===== config.mk =====
export PLATFORM = sky130hd
export DESIGN_NAME = cfg_port_ctrl
export DESIGN_NICKNAME = d
export VERILOG_FILES = /design/src/rtl/cfg_pkg.sv /design/src/rtl/cfg_unlock_fsm.sv /design/src/rtl/cfg_asel_bank.sv /design/src/rtl/cfg_regfile.sv /design/src/rtl/cfg_port_ctrl.sv
export SDC_FILE = /design/constraint.sdc
export NUM_CORES = 1
export LEC_CHECK = 0
export ABC_AREA = 1
export BUFFER_PORTS_ARGS = -buffer_cell sky130_fd_sc_hd__buf_4
export CORE_UTILIZATION = 23
export CTS_BUF_LIST = sky130_fd_sc_hd__clkbuf_8 sky130_fd_sc_hd__clkbuf_16
export DETAILED_ROUTE_END_ITERATION = 8
export PLACE_DENSITY = 0.44
export SYNTH_ARGS = -nofsm -noshare
export SYNTH_HDL_FRONTEND = slang
export SYNTH_SLANG_ARGS = --single-unit

===== constraint.sdc =====
create_clock -name clk -period 3.6 [get_ports clk]
set_input_delay 0.54 -clock clk [delete_from_list [all_inputs] [get_ports clk]]
set_output_delay 0.54 -clock clk [all_outputs]
set_load 0.05 [all_outputs]

===== src/rtl/cfg_pkg.sv =====
package cfg_pkg;

    typedef enum logic [1:0] {
        ST_IDLE   = 2'd0,
        ST_KEY1   = 2'd1,
        ST_CONFIG = 2'd2
    } unlock_st_t;

    localparam int CFG_DW = 8;
    localparam int CFG_AW = 16;

    localparam logic [CFG_DW-1:0] KEY_BYTE  = 8'h87;
    localparam logic [CFG_DW-1:0] EXIT_BYTE = 8'hAA;

    localparam logic [CFG_AW-1:0] BASE_PRI = 16'h03F0;
    localparam logic [CFG_AW-1:0] BASE_ALT = 16'h0370;

    localparam logic [CFG_DW-1:0] IDX_STRAP = 8'h22;
    localparam logic [CFG_DW-1:0] IDX_TRI   = 8'h25;
    localparam logic [CFG_DW-1:0] IDX_MODE  = 8'h26;
    localparam logic [CFG_DW-1:0] IDX_ASEL0 = 8'h30;

    localparam logic [CFG_DW-1:0] TRI_WMASK  = 8'h39;
    localparam logic [CFG_DW-1:0] MODE_WMASK = 8'hE8;

    localparam int MODE_ALT_BIT  = 6;
    localparam int MODE_LOCK_BIT = 5;
    localparam int MODE_4FD_BIT  = 7;
    localparam int MODE_LEG_BIT  = 3;

    function automatic logic [CFG_DW-1:0] asel_default(input int i);
        return CFG_DW'((i + 1) * 16);
    endfunction

endpackage


===== src/rtl/cfg_unlock_fsm.sv =====
module cfg_unlock_fsm
    import cfg_pkg::*;
(
    input  logic              clk,
    input  logic              rst,
    input  logic              bus_wr,
    input  logic [CFG_AW-1:0] bus_addr,
    input  logic [CFG_DW-1:0] bus_wdata,
    input  logic [CFG_AW-1:0] base_port,
    output logic              cfg_mode
);

    unlock_st_t state_q, state_d;

    logic at_base;
    logic key_hit;
    logic exit_hit;

    assign at_base  = (bus_addr == base_port);
    assign key_hit  = bus_wr && at_base && (bus_wdata == KEY_BYTE);
    assign exit_hit = bus_wr && at_base && (bus_wdata == EXIT_BYTE);

    always_ff @(posedge clk) begin
        if (rst) state_q <= ST_IDLE;
        else     state_q <= state_d;
    end

    always_comb begin
        state_d = state_q;
        unique case (state_q)
            ST_IDLE: begin
                if (key_hit) state_d = ST_KEY1;             // first_key
            end
            ST_KEY1: begin
                if (key_hit)     state_d = ST_CONFIG;       // second_key
                else if (bus_wr) state_d = ST_IDLE;         // key_broken
            end
            ST_CONFIG: begin
                if (exit_hit) state_d = ST_IDLE;            // exit_cmd
            end
            default: state_d = ST_IDLE;
        endcase
    end

    always_comb begin
        unique case (state_q)
            ST_CONFIG: cfg_mode = 1'b1;
            default:   cfg_mode = 1'b0;
        endcase
    end

endmodule


===== src/rtl/cfg_asel_bank.sv =====
module cfg_asel_bank
    import cfg_pkg::*;
#(
    parameter int NUM = 4
)(
    input  logic                  clk,
    input  logic                  rst,
    input  logic                  strap_nodef,
    input  logic                  reload,
    input  logic [NUM-1:0]        we,
    input  logic [CFG_DW-1:0]     wdata,
    output logic [NUM*CFG_DW-1:0] values
);

    for (genvar i = 0; i < NUM; i++) begin : g_reg
        localparam logic [CFG_DW-1:0] DEF = asel_default(i);
        logic [CFG_DW-1:0] q;

        always_ff @(posedge clk) begin
            if (rst)        q <= strap_nodef ? '0 : DEF;
            else if (reload) q <= DEF;
            else if (we[i]) q <= wdata;
        end

        assign values[i*CFG_DW +: CFG_DW] = q;
    end

endmodule


===== src/rtl/cfg_regfile.sv =====
module cfg_regfile
    import cfg_pkg::*;
#(
    parameter int NUM = 4
)(
    input  logic                  clk,
    input  logic                  rst,
    input  logic                  strap_kbc_en,
    input  logic                  strap_pnp_nodef,
    input  logic                  strap_alt_base,
    input  logic                  cfg_mode,
    input  logic                  bus_wr,
    input  logic                  bus_rd,
    input  logic [CFG_AW-1:0]     bus_addr,
    input  logic [CFG_DW-1:0]     bus_wdata,
    input  logic [NUM*CFG_DW-1:0] asel_values,
    output logic [CFG_AW-1:0]     base_port,
    output logic [CFG_DW-1:0]     rd_data,
    output logic                  rd_valid,
    output logic                  kbc_en,
    output logic                  pnp_nodef,
    output logic [CFG_DW-1:0]     tri_q,
    output logic [CFG_DW-1:0]     mode_q,
    output logic [NUM-1:0]        asel_we,
    output logic                  asel_reload
);

    logic [CFG_DW-1:0] index_q;
    logic              locked;
    logic              at_index, at_data;
    logic              idx_wr, dat_wr;
    logic [CFG_DW-1:0] strap_view;
    logic [CFG_DW-1:0] reg_view;
    logic              rvalid_d;
    logic [CFG_DW-1:0] rdata_d;

    assign base_port = mode_q[MODE_ALT_BIT] ? BASE_ALT : BASE_PRI;
    assign locked    = mode_q[MODE_LOCK_BIT];
    assign at_index  = (bus_addr == base_port);
    assign at_data   = (bus_addr == base_port + 16'd1);
    assign idx_wr    = cfg_mode && bus_wr && at_index;
    assign dat_wr    = cfg_mode && bus_wr && at_data && !locked;

    assign strap_view = {5'b0, kbc_en, 1'b0, pnp_nodef};

    always_ff @(posedge clk) begin
        if (rst)         index_q <= '0;
        else if (idx_wr) index_q <= bus_wdata;
    end

    always_ff @(posedge clk) begin
        if (rst) begin
            kbc_en    <= strap_kbc_en;
            pnp_nodef <= strap_pnp_nodef;
        end else if (dat_wr && index_q == IDX_STRAP && bus_wdata[0] != pnp_nodef) begin
            pnp_nodef <= bus_wdata[0];
        end
    end

    assign asel_reload = dat_wr && (index_q == IDX_STRAP) && !pnp_nodef && bus_wdata[0];

    always_ff @(posedge clk) begin
        if (rst) begin
            tri_q  <= '0;
            mode_q <= '0;
            mode_q[MODE_ALT_BIT] <= strap_alt_base;
        end else if (dat_wr) begin
            if (index_q == IDX_TRI)  tri_q  <= bus_wdata & TRI_WMASK;
            if (index_q == IDX_MODE) mode_q <= bus_wdata & MODE_WMASK;
        end
    end

    always_comb begin
        for (int i = 0; i < NUM; i++) begin
            asel_we[i] = dat_wr && (index_q == IDX_ASEL0 + CFG_DW'(i));
        end
    end

    always_comb begin
        reg_view = '0;
        if (index_q == IDX_STRAP)     reg_view = strap_view;
        else if (index_q == IDX_TRI)  reg_view = tri_q;
        else if (index_q == IDX_MODE) reg_view = mode_q;
        else begin
            for (int i = 0; i < NUM; i++) begin
                if (index_q == IDX_ASEL0 + CFG_DW'(i))
                    reg_view = asel_values[i*CFG_DW +: CFG_DW];
            end
        end
    end

    always_comb begin
        rvalid_d = 1'b0;
        rdata_d  = '0;
        if (bus_rd && cfg_mode) begin
            if (at_index) begin
                rvalid_d = 1'b1;
                rdata_d  = index_q;
            end else if (at_data && !locked) begin
                rvalid_d = 1'b1;
                rdata_d  = reg_view;
            end
        end
    end

    always_ff @(posedge clk) begin
        if (rst) begin
            rd_valid <= 1'b0;
            rd_data  <= '0;
        end else begin
            rd_valid <= rvalid_d;
            rd_data  <= rdata_d;
        end
    end

endmodule


===== src/rtl/cfg_port_ctrl.sv =====
module cfg_port_ctrl
    import cfg_pkg::*;
#(
    parameter int ASEL_NUM = 4
)(
    input  logic                       clk,
    input  logic                       rst,
    input  logic                       strap_kbc_en,
    input  logic                       strap_pnp_nodef,
    input  logic                       strap_alt_base,
    input  logic [CFG_AW-1:0]          bus_addr,
    input  logic                       bus_wr,
    input  logic                       bus_rd,
    input  logic [CFG_DW-1:0]          bus_wdata,
    output logic [CFG_DW-1:0]          rd_data,
    output logic                       rd_valid,
    output logic                       cfg_active,
    output logic                       kbc_enable,
    output logic [CFG_DW-1:0]          tri_ctl,
    output logic                       four_drive,
    output logic                       fdc_legacy_off,
    output logic                       cfg_locked,
    output logic [ASEL_NUM*CFG_DW-1:0] asel_values
);

    logic [CFG_AW-1:0]   base_port;
    logic                cfg_mode;
    logic                pnp_nodef;
    logic [CFG_DW-1:0]   mode_q;
    logic [ASEL_NUM-1:0] asel_we;
    logic                asel_reload;

    cfg_unlock_fsm u_fsm (
        .clk       (clk),
        .rst       (rst),
        .bus_wr    (bus_wr),
        .bus_addr  (bus_addr),
        .bus_wdata (bus_wdata),
        .base_port (base_port),
        .cfg_mode  (cfg_mode)
    );

    cfg_regfile #(.NUM(ASEL_NUM)) u_regs (
        .clk             (clk),
        .rst             (rst),
        .strap_kbc_en    (strap_kbc_en),
        .strap_pnp_nodef (strap_pnp_nodef),
        .strap_alt_base  (strap_alt_base),
        .cfg_mode        (cfg_mode),
        .bus_wr          (bus_wr),
        .bus_rd          (bus_rd),
        .bus_addr        (bus_addr),
        .bus_wdata       (bus_wdata),
        .asel_values     (asel_values),
        .base_port       (base_port),
        .rd_data         (rd_data),
        .rd_valid        (rd_valid),
        .kbc_en          (kbc_enable),
        .pnp_nodef       (pnp_nodef),
        .tri_q           (tri_ctl),
        .mode_q          (mode_q),
        .asel_we         (asel_we),
        .asel_reload     (asel_reload)
    );

    cfg_asel_bank #(.NUM(ASEL_NUM)) u_asel (
        .clk         (clk),
        .rst         (rst),
        .strap_nodef (strap_pnp_nodef),
        .reload      (asel_reload),
        .we          (asel_we),
        .wdata       (bus_wdata),
        .values      (asel_values)
    );

    assign cfg_active     = cfg_mode;
    assign four_drive     = mode_q[MODE_4FD_BIT];
    assign fdc_legacy_off = mode_q[MODE_LEG_BIT];
    assign cfg_locked     = mode_q[MODE_LOCK_BIT];

endmodule


## Word level (Yosys, flattened, before mapping)

Index checks and enable logic that the tools add are counted.

| storage, ports and cells | value |
|---|---|
| logic and storage cells | 103 |
| bits of input ports | 31 |
| output and inout bits | 54 |
| register bits after elaboration | 61 |

| cells by class | value |
|---|---|
| bitwise logic cells | 1 |
| $add $sub $neg | 1 |
| reduce and logical (&&, ||, !) cells | 32 |
| equal/unequal tests | 17 |
| mux-type cells | 39 |

Operator list:

| cell | number |
|---|---|
| 8-bit 2-to-1 mux | 22 |
| 8-bit by 6-bit == test with 1-bit output, second input constant | 7 |
| 16-bit == test | 2 |
| 7-bit 2-to-1 mux | 4 |
| 1-bit logical AND | 17 |
| 16-bit by 1-bit adder with 16-bit output, second input constant | 1 |
| 8-bit == test, second input constant | 2 |
| 6-bit 2-to-1 mux | 2 |
| 3-bit nonzero test | 4 |
| 2-bit 2-to-1 mux | 4 |
| 2-bit case mux with 3 select lines | 1 |
| 2-bit AND reduction | 3 |
| 2-bit nonzero test | 3 |
| 1-bit 2-to-1 mux | 5 |
| 5-bit 2-to-1 mux | 1 |
| 2-bit by 1-bit != test with 1-bit output, second input constant | 2 |
| 3-bit by 2-bit != test with 1-bit output, second input constant | 1 |
| 3-bit AND reduction | 1 |
| 2-bit by 1-bit == test with 1-bit output, second input constant | 1 |
| 2-bit == test, second input constant | 1 |
| 1-bit zero test | 2 |
| 2-bit zero test | 1 |
| 2-bit OR reduction | 1 |
| 1-bit != test | 1 |
| 1-bit inverter | 1 |

## Logic depth before layout (Yosys ltp)

Gate-level depths: netlist of run 1.

| logic depth | value |
|---|---|
| word-level depth | 10 |
| mapped depth | 11 |
| mapped depth without buffers | 11 |

## By module

From an unflattened synthesis of run 1, not the netlist that was laid out.

| unflattened totals | value |
|---|---|
| cells, all modules | 491 |
| area, all modules | 3722.3 sq um |

Modules (own cells, without submodules):

| module | area an instance (sq um) | instances | sequential area each (sq um) | cells each |
|---|---|---|---|---|
| cfg_regfile | 2039.5 | 1 | 570.5 | 306 |
| cfg_asel_bank | 1103.6 | 1 | 960.9 | 67 |
| cfg_unlock_fsm | 579.3 | 1 | 40.0 | 118 |

## Worst setup path after synthesis of run 1

Ideal clock, no wire load.

| path | value |
|---|---|
| kind | in2reg |
| from | input bus_addr[1] |
| to | register u_asel.g_reg[3].q[0] (enable) |
| slack | 1.394 ns |
| data arrival time | 1.822 ns |
| stages | 5 |
| path through | nor3_2 nand3_2 nor2_4 nand2_2 o21ai_0 |

| on the way | value |
|---|---|
| cells in the longest elaborated chain, start to end | 7 |
| elaborated cells between the ends (all ways) | 8 |
| those cells by class | eq/ne: 1; reduce/logical: 7 |

Ends and longest elaborated chain:

| element | line | RTL |
|---|---|---|
| from (decl) | cfg_port_ctrl.sv:11 | `input logic [CFG_AW-1:0] bus_addr,` |
| 16-bit == test * | cfg_regfile.sv:40 | `assign at_data = (bus_addr == base_port + 16'd1);` |
| 1-bit logical AND * (2 in a row) | cfg_regfile.sv:42 | `assign dat_wr = cfg_mode && bus_wr && at_data && !locked;` |
| 1-bit logical AND (3 in a row) | cfg_regfile.sv:60 | `assign asel_reload = dat_wr && (index_q == IDX_STRAP) && !pnp_nodef && bus_wdata[0];` |
| 3-bit nonzero test (no line) * | - |  |
| to (signal assigned) | cfg_asel_bank.sv:20 | `if (rst) q <= strap_nodef ? '0 : DEF;` |
| to (signal assigned) | cfg_asel_bank.sv:22 | `else if (we[i]) q <= wdata;` |
| to (decl) | cfg_asel_bank.sv:17 | `logic [CFG_DW-1:0] q;` |

Mark *: on every way between the ends. The rest lies on a longest branch, timed or not.
A chain may end at the register's enable or synchronous reset.

## Final worst setup path of run 1

| path | value |
|---|---|
| from | register u_regs.mode_q[6] |
| to | register u_asel.g_reg[3].q[0] (enable) |

| on the way | value |
|---|---|
| cells in the longest elaborated chain, start to end | 9 |
| elaborated cells between the ends (all ways) | 10 |
| those cells by class | add/sub: 1; eq/ne: 1; mux: 1; reduce/logical: 7 |

Ends and longest elaborated chain:

| element | line | RTL |
|---|---|---|
| from (decl) | cfg_regfile.sv:23 | `output logic [CFG_DW-1:0] mode_q,` |
| from (signal, indexed assignment) | cfg_regfile.sv:66 | `mode_q[MODE_ALT_BIT] <= strap_alt_base;` |
| from (signal assigned) | cfg_regfile.sv:69 | `if (index_q == IDX_MODE) mode_q <= bus_wdata & MODE_WMASK;` |
| 8-bit 2-to-1 mux * | cfg_regfile.sv:37 | `assign base_port = mode_q[MODE_ALT_BIT] ? BASE_ALT : BASE_PRI;` |
| 16-bit by 1-bit adder with 16-bit output * | cfg_regfile.sv:40 |  |
| 16-bit == test * | cfg_regfile.sv:40 |  |
| 1-bit logical AND * (2 in a row) | cfg_regfile.sv:42 |  |
| 1-bit logical AND (3 in a row) | cfg_regfile.sv:60 |  |
| 3-bit nonzero test (no line) * | - |  |

Marks and branches as above.

==> results of run 1 <==
==> power groups by stage <==
| stage | sequential (W) | combinational [W] | clock [W] |
|---|---|---|---|
| after floorplan | 0.000913 | 0.0000450 | 0 |
| after global placement | 0.000813 | 0.000243 | 0 |
| after detailed placement | 0.000813 | 0.000244 | 0 |
| after CTS | 0.000798 | 0.000244 | 0.000879 |
| after global routing | 0.000801 | 0.000254 | 0.000909 |
| final | 0.000798 | 0.000243 | 0.000870 |
==> flip-flops by register name, indices dropped and copies added, names as in the netlist <==
signal	cells
u_regs.rd_data	8
u_regs.tri_q	4
u_regs.pnp_nodef	1
u_asel.g.q	32
u_regs.kbc_en	1
u_regs.index_q	8
u_regs.mode_q	4
u_fsm.state_q	2
u_regs.rd_valid	1
==> layer usage <==
| layer | vias up | track usage |
|---|---|---|
| met5 | - | 0 |
| met4 | 0 | 0.0553 |
| met1 | 1301 | 0.201 |
| met3 | 12 | 0.0304 |
| li1 | 1381 | - |
| met2 | 99 | 0.226 |
==> layout make-up <==
cell class / instances / area, um^2
inverters: 44 / 169
repair buffers: 85 / 638
multi-input cells: 249 / 1290
clock buffers: 9 / 225
clock inverters: 7 / 75.1
well taps: 176 / 220
fillers: 1398 / 9000
flip-flops and latches: 61 / 1570
==> logic make-up after synthesis <==
group                     after synthesis  share of synthesized area
buffers and inverters                  56                     0.0823
and+or+nand+nor                       199                      0.323
AOI/OAI and AO/OA                      45                     0.0843
other                                   1                    0.00121
xor gates and xnor gates                1                    0.00282
DFF                                    61                      0.506
==> how the worst min path moves through the flow <==
stage | cells past startpoint | from | slack (ns) | end
floorplan | 2 | u_regs.index_q[7]$_SDFFE_PP0P_ | 0.46 | u_regs.rd_data[7]$_SDFF_PP0_
CTS | 1 | strap_kbc_en | 0.38 | u_regs.kbc_en$_DFFE_PP_
finish | 1 | strap_kbc_en | 0.38 | u_regs.kbc_en$_DFFE_PP_
detailed placement | 2 | u_regs.index_q[6]$_SDFFE_PP0P_ | 0.49 | u_regs.rd_data[6]$_SDFF_PP0_
global placement | 2 | u_regs.index_q[6]$_SDFFE_PP0P_ | 0.50 | u_regs.rd_data[6]$_SDFF_PP0_
global route | 1 | strap_kbc_en | 0.38 | u_regs.kbc_en$_DFFE_PP_
==> placed cells by master, fill, tap and decap left out <==
cell type	instances
sky130_fd_sc_hd__a21oi_1	18
sky130_fd_sc_hd__a21oi_2	2
sky130_fd_sc_hd__buf_4	85
sky130_fd_sc_hd__bufinv_16	1
sky130_fd_sc_hd__clkbuf_16	9
sky130_fd_sc_hd__clkinv_2	2
sky130_fd_sc_hd__clkinv_4	1
sky130_fd_sc_hd__clkinvlp_4	3
sky130_fd_sc_hd__conb_1	4
sky130_fd_sc_hd__dfxtp_1	26
sky130_fd_sc_hd__edfxtp_1	35
sky130_fd_sc_hd__inv_1	38
sky130_fd_sc_hd__inv_2	4
sky130_fd_sc_hd__inv_4	1
sky130_fd_sc_hd__inv_6	1
sky130_fd_sc_hd__nand2_1	68
sky130_fd_sc_hd__nand2_2	6
sky130_fd_sc_hd__nand2_4	2
sky130_fd_sc_hd__nand3_1	30
sky130_fd_sc_hd__nand3_2	3
sky130_fd_sc_hd__nand3b_4	1
sky130_fd_sc_hd__nand4_1	18
sky130_fd_sc_hd__nand4_4	1
sky130_fd_sc_hd__nor2_1	48
sky130_fd_sc_hd__nor2_2	5
sky130_fd_sc_hd__nor2_4	8
sky130_fd_sc_hd__nor3_1	7
sky130_fd_sc_hd__nor3_2	1
sky130_fd_sc_hd__o21a_1	6
sky130_fd_sc_hd__o21ai_0	14
sky130_fd_sc_hd__o21ai_2	1
sky130_fd_sc_hd__o21bai_1	4
sky130_fd_sc_hd__or2_0	1
sky130_fd_sc_hd__xnor2_1	1
==> synthesized netlist by cell type <==
master                     count  area (um^2)
sky130_fd_sc_hd__conb_1        1         3.75
sky130_fd_sc_hd__nor3_1        7         35.0
sky130_fd_sc_hd__nand2_2       6         37.5
sky130_fd_sc_hd__xnor2_1       1         8.76
sky130_fd_sc_hd__inv_1        38          143
sky130_fd_sc_hd__buf_1         1         3.75
sky130_fd_sc_hd__nand2_4       2         22.5
sky130_fd_sc_hd__nand4_1      18          113
sky130_fd_sc_hd__a21oi_1      18         90.1
sky130_fd_sc_hd__o21bai_1      4         30.0
sky130_fd_sc_hd__o21a_1        6         45.0
sky130_fd_sc_hd__a21oi_2       2         17.5
sky130_fd_sc_hd__clkinv_2      1         5.00
sky130_fd_sc_hd__clkbuf_1      2         7.51
sky130_fd_sc_hd__nand4_4       1         21.3
sky130_fd_sc_hd__or2_0         1         6.26
sky130_fd_sc_hd__o21ai_0      14         70.1
sky130_fd_sc_hd__nor2_4        8         90.1
sky130_fd_sc_hd__nor2_1       48          180
sky130_fd_sc_hd__inv_2         4         15.0
sky130_fd_sc_hd__nor2_2        5         31.3
sky130_fd_sc_hd__inv_4         1         6.26
sky130_fd_sc_hd__nand3_1      30          150
sky130_fd_sc_hd__buf_6         2         22.5
sky130_fd_sc_hd__dfxtp_1      26          521
sky130_fd_sc_hd__edfxtp_1     35         1050
sky130_fd_sc_hd__nand3_2       3         30.0
sky130_fd_sc_hd__o21ai_2       1         8.76
sky130_fd_sc_hd__buf_4         7         52.6
sky130_fd_sc_hd__nor3_2        1         10.0
sky130_fd_sc_hd__nand3b_4      1         20.0
sky130_fd_sc_hd__nand2_1      68          255
==> stage by stage <==
step | cell area (um^2) | hold slack, ns | total power (W) | utilization
after floorplan | 3110 | 0.457 | 0.000958 | -
after global placement | 3880 | 0.498 | 0.00106 | 0.294
after CTS | 4180 | 0.376 | 0.00192 | 0.317
after detailed placement | 3880 | 0.486 | 0.00106 | 0.294
after global routing | 4190 | 0.375 | 0.00196 | 0.317
final | 4190 | 0.383 | 0.00191 | 0.317
==> PnR_summary.wiki, run 1 <==
{| class="wikitable"
! Metric !! Value
|-
| Result of the run || finished clean
|-
| Initial DRC Count || 179
|-
| GP Congestion || 0.893
|-
| Post-synthesis sequential element count || 61
|-
| Family with the most delay on the worst path || compound AO/OA/AOI/OAI gates
|-
| Remaining antenna violation count || 0
|-
| Total track usage || 0.147
|-
| Crit Path Max Fanout || 8
|-
| Static Leak || 1.85 nW
|-
| Internal reg-to-reg setup slack || 1.10 ns
|-
| HP Class || primary input to flop
|-
| Net switching power figure || 0.000530 W
|-
| Instance count on the critical path || 6
|-
| Detailed-routing wirelength on met1 || 4520 um
|-
| Total Die Area || 0.0140 mm^2
|-
| DIE HEIGHT || 118 um
|-
| Wire length per cell after detailed routing || 15.6 um
|-
| Crit path buf inv count || 0
|-
| Largest net degree at the start of global routing || 26
|-
| Number of buffers inserted during clock tree synthesis || 9
|-
| Worst Clk Skew || 0.00468 ns
|-
| Detailed route wirelength on metal3 || 548 um
|-
| Clock-pin slew on the worst setup and hold paths || 0.06 ns
|-
| Number of rows created at floorplan || 42
|-
| Fin worst setup slack || 1.10 ns
|-
| Setup crit end || u_asel.g_reg[3].q[0]$_SDFFCE_PP0P_
|-
| Initial antenna violation count || 0
|-
| Gate count of the mapped netlist || 363
|-
| Number of ports placed on the die boundary || 85
|-
| Critical-path top delay cell || sky130_fd_sc_hd__o21ai_0
|-
| Unrepaired setup endpoints after global routing || no
|-
| VDD IR-drop max || 172 uV
|-
| Share of final-layout standard cells stronger than drive strength 1 || 0.301
|-
| Proportion of power drawn by the clock network || 0.455
|-
| Worst slew slack as a fraction of its limit || 0.154
|-
| Sw frac || 0.277
|-
| Post-synth design cell area || 0.00310 mm^2
|-
| Worst Tran Pin Value || 1.26 ns
|-
| Worst Setup Start Kind || flop
|-
| Start point of the critical path || u_regs.mode_q[6]$_DFFE_PP_
|-
| Fraction of power consumed by combinational cells || 0.127
|-
| Internal || 0.00138 W
|-
| Maximum clock frequency || 400 MHz
|-
| Port Buffers || 80
|-
| Setup WS pre-CTS || 0.797 ns
|-
| Post-CTS setup buffer count || 0
|-
| Category of the critical setup timing path || flop to flop
|-
| H-tree levels || 3
|-
| Final critical-path share of the clock period || 0.695
|-
| Time the worst path needs with I/O delays and setup || 2.50 ns
|-
| Post-synth cell types || 32
|-
| Detail Placement HPWL || 7700 um
|-
| Number of sinks on the clock net || 61
|-
| Initial Util || 0.235
|-
| First-pass DRT Iterations || 5
|-
| Width of the die || 118 um
|-
| Number of maximum-capacitance constraint violations || 0
|-
| Final slew viol count || 0
|-
| Root buf cell || sky130_fd_sc_hd__clkbuf_16
|-
| Core outline area || 0.0132 mm^2
|-
| Final setup violation count || 0
|-
| Worst Path Arrival || 2.45 ns
|-
| Synth warn || 0
|-
| Capturing point of the worst reg2reg path || u_asel.g_reg[3].q[0]$_SDFFCE_PP0P_
|-
| Delay of the slowest critical-path stage || 1.00 ns
|-
| Met2 layer wire length in the routed design || 4630 um
|-
| Hold Fails Final Rpt || 0
|-
| Sequential cell fraction of total power || 0.417
|-
| Filler-free cell count of the finished design || 631
|-
| Hold buffers post-CTS || 0
|-
| Cells resized by post-CTS repair || 0
|-
| Synth-to-Final Area Change || 34.9%
|-
| Number of vias after detailed routing || 2,793
|-
| Launch point of the worst reg-to-reg path || u_regs.mode_q[6]$_DFFE_PP_
|-
| Number of global-route vias before repair || 2,740
|-
| Cell chain of the critical path || xnor2_1 > nor2_1 > nand2_1 > nor2_4 > nand2_2 > o21ai_0
|-
| Via-to-Cell Ratio || 4.43
|-
| Path depth of the worst reg2reg path || 6
|-
| Number of antenna cells inserted || 0
|-
| Data required time at the worst endpoint || 3.54 ns
|-
| TritonCTS clock tree || built
|-
| Drt total wl || 9870 um
|-
| Highest routed metal layer || met4
|-
| Instance count after placement with tap cells included || 614
|-
| Portion of the post-synthesis area used by sequential elements || 0.506
|-
| First-pass GRT wire length || 15,300 um
|-
| Detailed-route DRC error count || 0
|-
| Final nets || 481
|-
| Max Buffers Root-to-Sink || 2
|-
| Setup TNS || 0 ns
|-
| Total power per unit cell area || 456 mW/mm^2
|-
| Crit end category || flop
|-
| Mean instance size in the synthesized netlist || 8.55 um^2
|-
| Later-pin clock latency in the skew report || 0.33 ns
|-
| Total congestion overflow after global routing || 0
|}
Note: power is estimated with default switching activity, not from simulation.
==> run 2, diff against run 1 <==
--- a/config.mk
+++ b/config.mk
@@ -10,7 +10,7 @@
 export CORE_UTILIZATION = 23
 export CTS_BUF_LIST = sky130_fd_sc_hd__clkbuf_8 sky130_fd_sc_hd__clkbuf_16
 export DETAILED_ROUTE_END_ITERATION = 8
-export PLACE_DENSITY = 0.44
+export PLACE_DENSITY = 0.45
 export SYNTH_ARGS = -nofsm -noshare
 export SYNTH_HDL_FRONTEND = slang
 export SYNTH_SLANG_ARGS = --single-unit
==> constraint.sdc (replaced) <==
create_clock -name clk -period 2.12 [get_ports clk]
set_input_delay 0.318 -clock clk [delete_from_list [all_inputs] [get_ports clk]]
set_output_delay 0.318 -clock clk [all_outputs]
set_load 0.05 [all_outputs]
==> run 2 against run 1 <==
Global-route usage barely moved. Sequential cell count is the same. Cell count up 1.4%. Die area stayed put. Sequential share of layout area shrank 0.68 points. Via count is 0.36% lower. Largest power group unchanged. Utilization increased by 0.59 points. Count of clock-buffer cells in the layout rose by 1. Sequential power up 69%. Clock skew is 0.0026 ns higher.
==> PnR_summary.wiki, run 2 (same netlist as run 1, synthesis figures left out) <==
{| class="wikitable"
! Metric !! Value
|-
| Unrepaired setup endpoints after global routing || no
|-
| DIE HEIGHT || 118 um
|-
| Time the worst path needs with I/O delays and setup || 1.96 ns
|-
| First-pass GRT wire length || 15,200 um
|-
| Crit Path Max Fanout || 9
|-
| Max Buffers Root-to-Sink || 2
|-
| Initial antenna violation count || 0
|-
| Core outline area || 0.0132 mm^2
|-
| Registers with the most flip-flops || u_asel.g.q (32), u_regs.index_q (8), u_regs.rd_data (8)
|-
| Static Leak || 1.91 nW
|-
| VDD IR-drop max || 283 uV
|-
| Wire length per cell after detailed routing || 15.3 um
|-
| Launch point of the worst reg-to-reg path || u_regs.mode_q[6]$_DFFE_PP_
|-
| Path depth of the worst reg2reg path || 8
|-
| Leading cell types in the layout, fill and taps excluded || 94 x sky130_fd_sc_hd__buf_4, 68 x sky130_fd_sc_hd__nand2_1, 48 x sky130_fd_sc_hd__nor2_1
|-
| Maximum clock frequency || 510 MHz
|-
| Number of maximum-capacitance constraint violations || 0
|-
| Crit end category || flop
|-
| Detail Placement HPWL || 7860 um
|-
| Worst Path Arrival || 1.95 ns
|-
| Number of sinks on the clock net || 61
|-
| Synth-to-Final Area Change || 37.4%
|-
| Data required time at the worst endpoint || 2.11 ns
|-
| Total congestion overflow after global routing || 0
|-
| Family with the most delay on the worst path || simple AND/OR/NAND/NOR gates
|-
| First-pass DRT Iterations || 4
|-
| Total Die Area || 0.0140 mm^2
|-
| Port Buffers || 80
|-
| Detailed-route DRC error count || 0
|-
| Setup WS pre-CTS || 0.0675 ns
|-
| Most repeated library cell on the critical path || sky130_fd_sc_hd__nand2_1
|-
| Crit path buf inv count || 1
|-
| Later-pin clock latency in the skew report || 0.33 ns
|-
| Number of buffers inserted during clock tree synthesis || 9
|-
| Share of final-layout standard cells stronger than drive strength 1 || 0.315
|-
| Number of antenna cells inserted || 0
|-
| Hold path endpoint || u_regs.kbc_en$_DFFE_PP_
|-
| Largest net degree at the start of global routing || 24
|-
| Fin worst setup slack || 0.161 ns
|-
| Number of ports placed on the die boundary || 85
|-
| TritonCTS clock tree || built
|-
| Setup TNS || 0 ns
|-
| Internal reg-to-reg setup slack || 0.16 ns
|-
| Remaining antenna violation count || 0
|-
| Result of the run || finished clean
|-
| Total power per unit cell area || 766 mW/mm^2
|-
| HP Class || primary input to flop
|-
| Most common library cell in the layout ignoring fill and taps || sky130_fd_sc_hd__buf_4
|-
| Category of the critical setup timing path || flop to flop
|-
| Register ranked first by flip-flop count || u_asel.g.q
|-
| Number of global-route vias before repair || 2,765
|-
| Initial Util || 0.235
|-
| Number of flip-flops under the largest register name || 32
|-
| Clock-pin slew on the worst setup and hold paths || 0.05 ns
|-
| Final nets || 490
|-
| Post-CTS setup buffer count || 0
|-
| Drt total wl || 9820 um
|-
| Total track usage || 0.147
|-
| H-tree levels || 3
|-
| Worst Setup Start Kind || flop
|-
| Cell chain of the critical path || xnor2_1 > nor2_1 > nand2_1 > nor2_4 > nand4_4 > nand2_4 > inv_4 > nand2_1
|-
| Critical-path top delay cell || sky130_fd_sc_hd__edfxtp_1
|-
| Via-to-Cell Ratio || 4.35
|-
| Hold buffers post-CTS || 0
|-
| GP Congestion || 0.850
|-
| Worst Clk Skew || 0.00725 ns
|-
| Root buf cell || sky130_fd_sc_hd__clkbuf_16
|-
| Number of vias after detailed routing || 2,783
|-
| Worst Hold Path Cells || 1
|-
| Cells resized by post-CTS repair || 0
|-
| Delay of the slowest critical-path stage || 0.41 ns
|-
| Final slew viol count || 0
|-
| Initial DRC Count || 181
|-
| Capturing point of the worst reg2reg path || u_asel.g_reg[2].q[0]$_SDFFCE_PP0P_
|-
| Final critical-path share of the clock period || 0.924
|-
| Width of the die || 118 um
|-
| Number of rows created at floorplan || 42
|-
| Hold_sp || strap_kbc_en
|-
| Final setup violation count || 0
|-
| Hold Fails Final Rpt || 0
|}
[run 2: cell count changes in the layout (fill, tap and decap cells not counted), sizes merged]
cell,before,now
clkinvlp,3,2
clkbuf,9,10
buf,85,94
[run 2: final cells by class]
| cell class | count | area, um^2 |
|---|---|---|
| multi-input combinational | 249 | 1290 |
| tap | 176 | 220 |
| fill | 1416 | 8930 |
| timing repair buffer | 94 | 706 |
| sequential | 61 | 1570 |
| inverter | 44 | 169 |
| clock inverter | 6 | 71.3 |
| clock buffer | 10 | 239 |
[run 2: metrics by stage]
stage	hold slack (ns)	power, W	instance area [um^2]	std cells	util
floorplan	0.417	0.00163	3110	366	-
global placement	0.502	0.00180	3950	624	0.300
detailed placement	0.498	0.00180	3950	624	0.300
CTS	0.157	0.00331	4260	640	0.323
global route	0.160	0.00338	4260	640	0.323
finish	0.166	0.00327	4260	640	0.323
[run 2: layer usage]
metal | vias to the layer above | GRT usage | share of wire
met3 | 8 | 0.0376 | 0.059
li1 | 1400 | - | -
met4 | 0 | 0.0529 | 0.014
met5 | - | 0 | 0
met1 | 1289 | 0.203 | 0.47
met2 | 86 | 0.221 | 0.45
[run 2: where the power goes]
part,leakage [nW],internal (W),switching (W)
clock network,0.145,0.000949,0.000547
logic,1.21,0.000120,0.000298
registers,0.548,0.00132,0.0000361
[run 2: worst reg2reg max path, delay by kind of cell, from the launching register on]
family	cells	cell delay, ns
xor+xnor	1	0.17
buf+inv	1	0.06
flops	1	0.41
simple gates	6	0.98
[run 2: worst max-delay path by stage]
stage | endpoint | cells after the start | startpoint | slack [ns]
after floorplan | u_asel.g_reg[3].q[0]$_SDFFCE_PP0P_ | 5 | u_regs.mode_q[5]$_SDFFE_PP0P_ | 0.04
after global placement | u_asel.g_reg[2].q[0]$_SDFFCE_PP0P_ | 8 | bus_addr[1] | 0.15
after detailed placement | u_asel.g_reg[2].q[3]$_SDFFCE_PP0P_ | 8 | bus_addr[1] | 0.07
after CTS | u_asel.g_reg[2].q[0]$_SDFFCE_PP0P_ | 8 | u_regs.mode_q[6]$_DFFE_PP_ | 0.14
after global routing | u_asel.g_reg[2].q[0]$_SDFFCE_PP0P_ | 8 | u_regs.mode_q[6]$_DFFE_PP_ | 0.02
final | u_asel.g_reg[2].q[0]$_SDFFCE_PP0P_ | 8 | u_regs.mode_q[6]$_DFFE_PP_ | 0.16
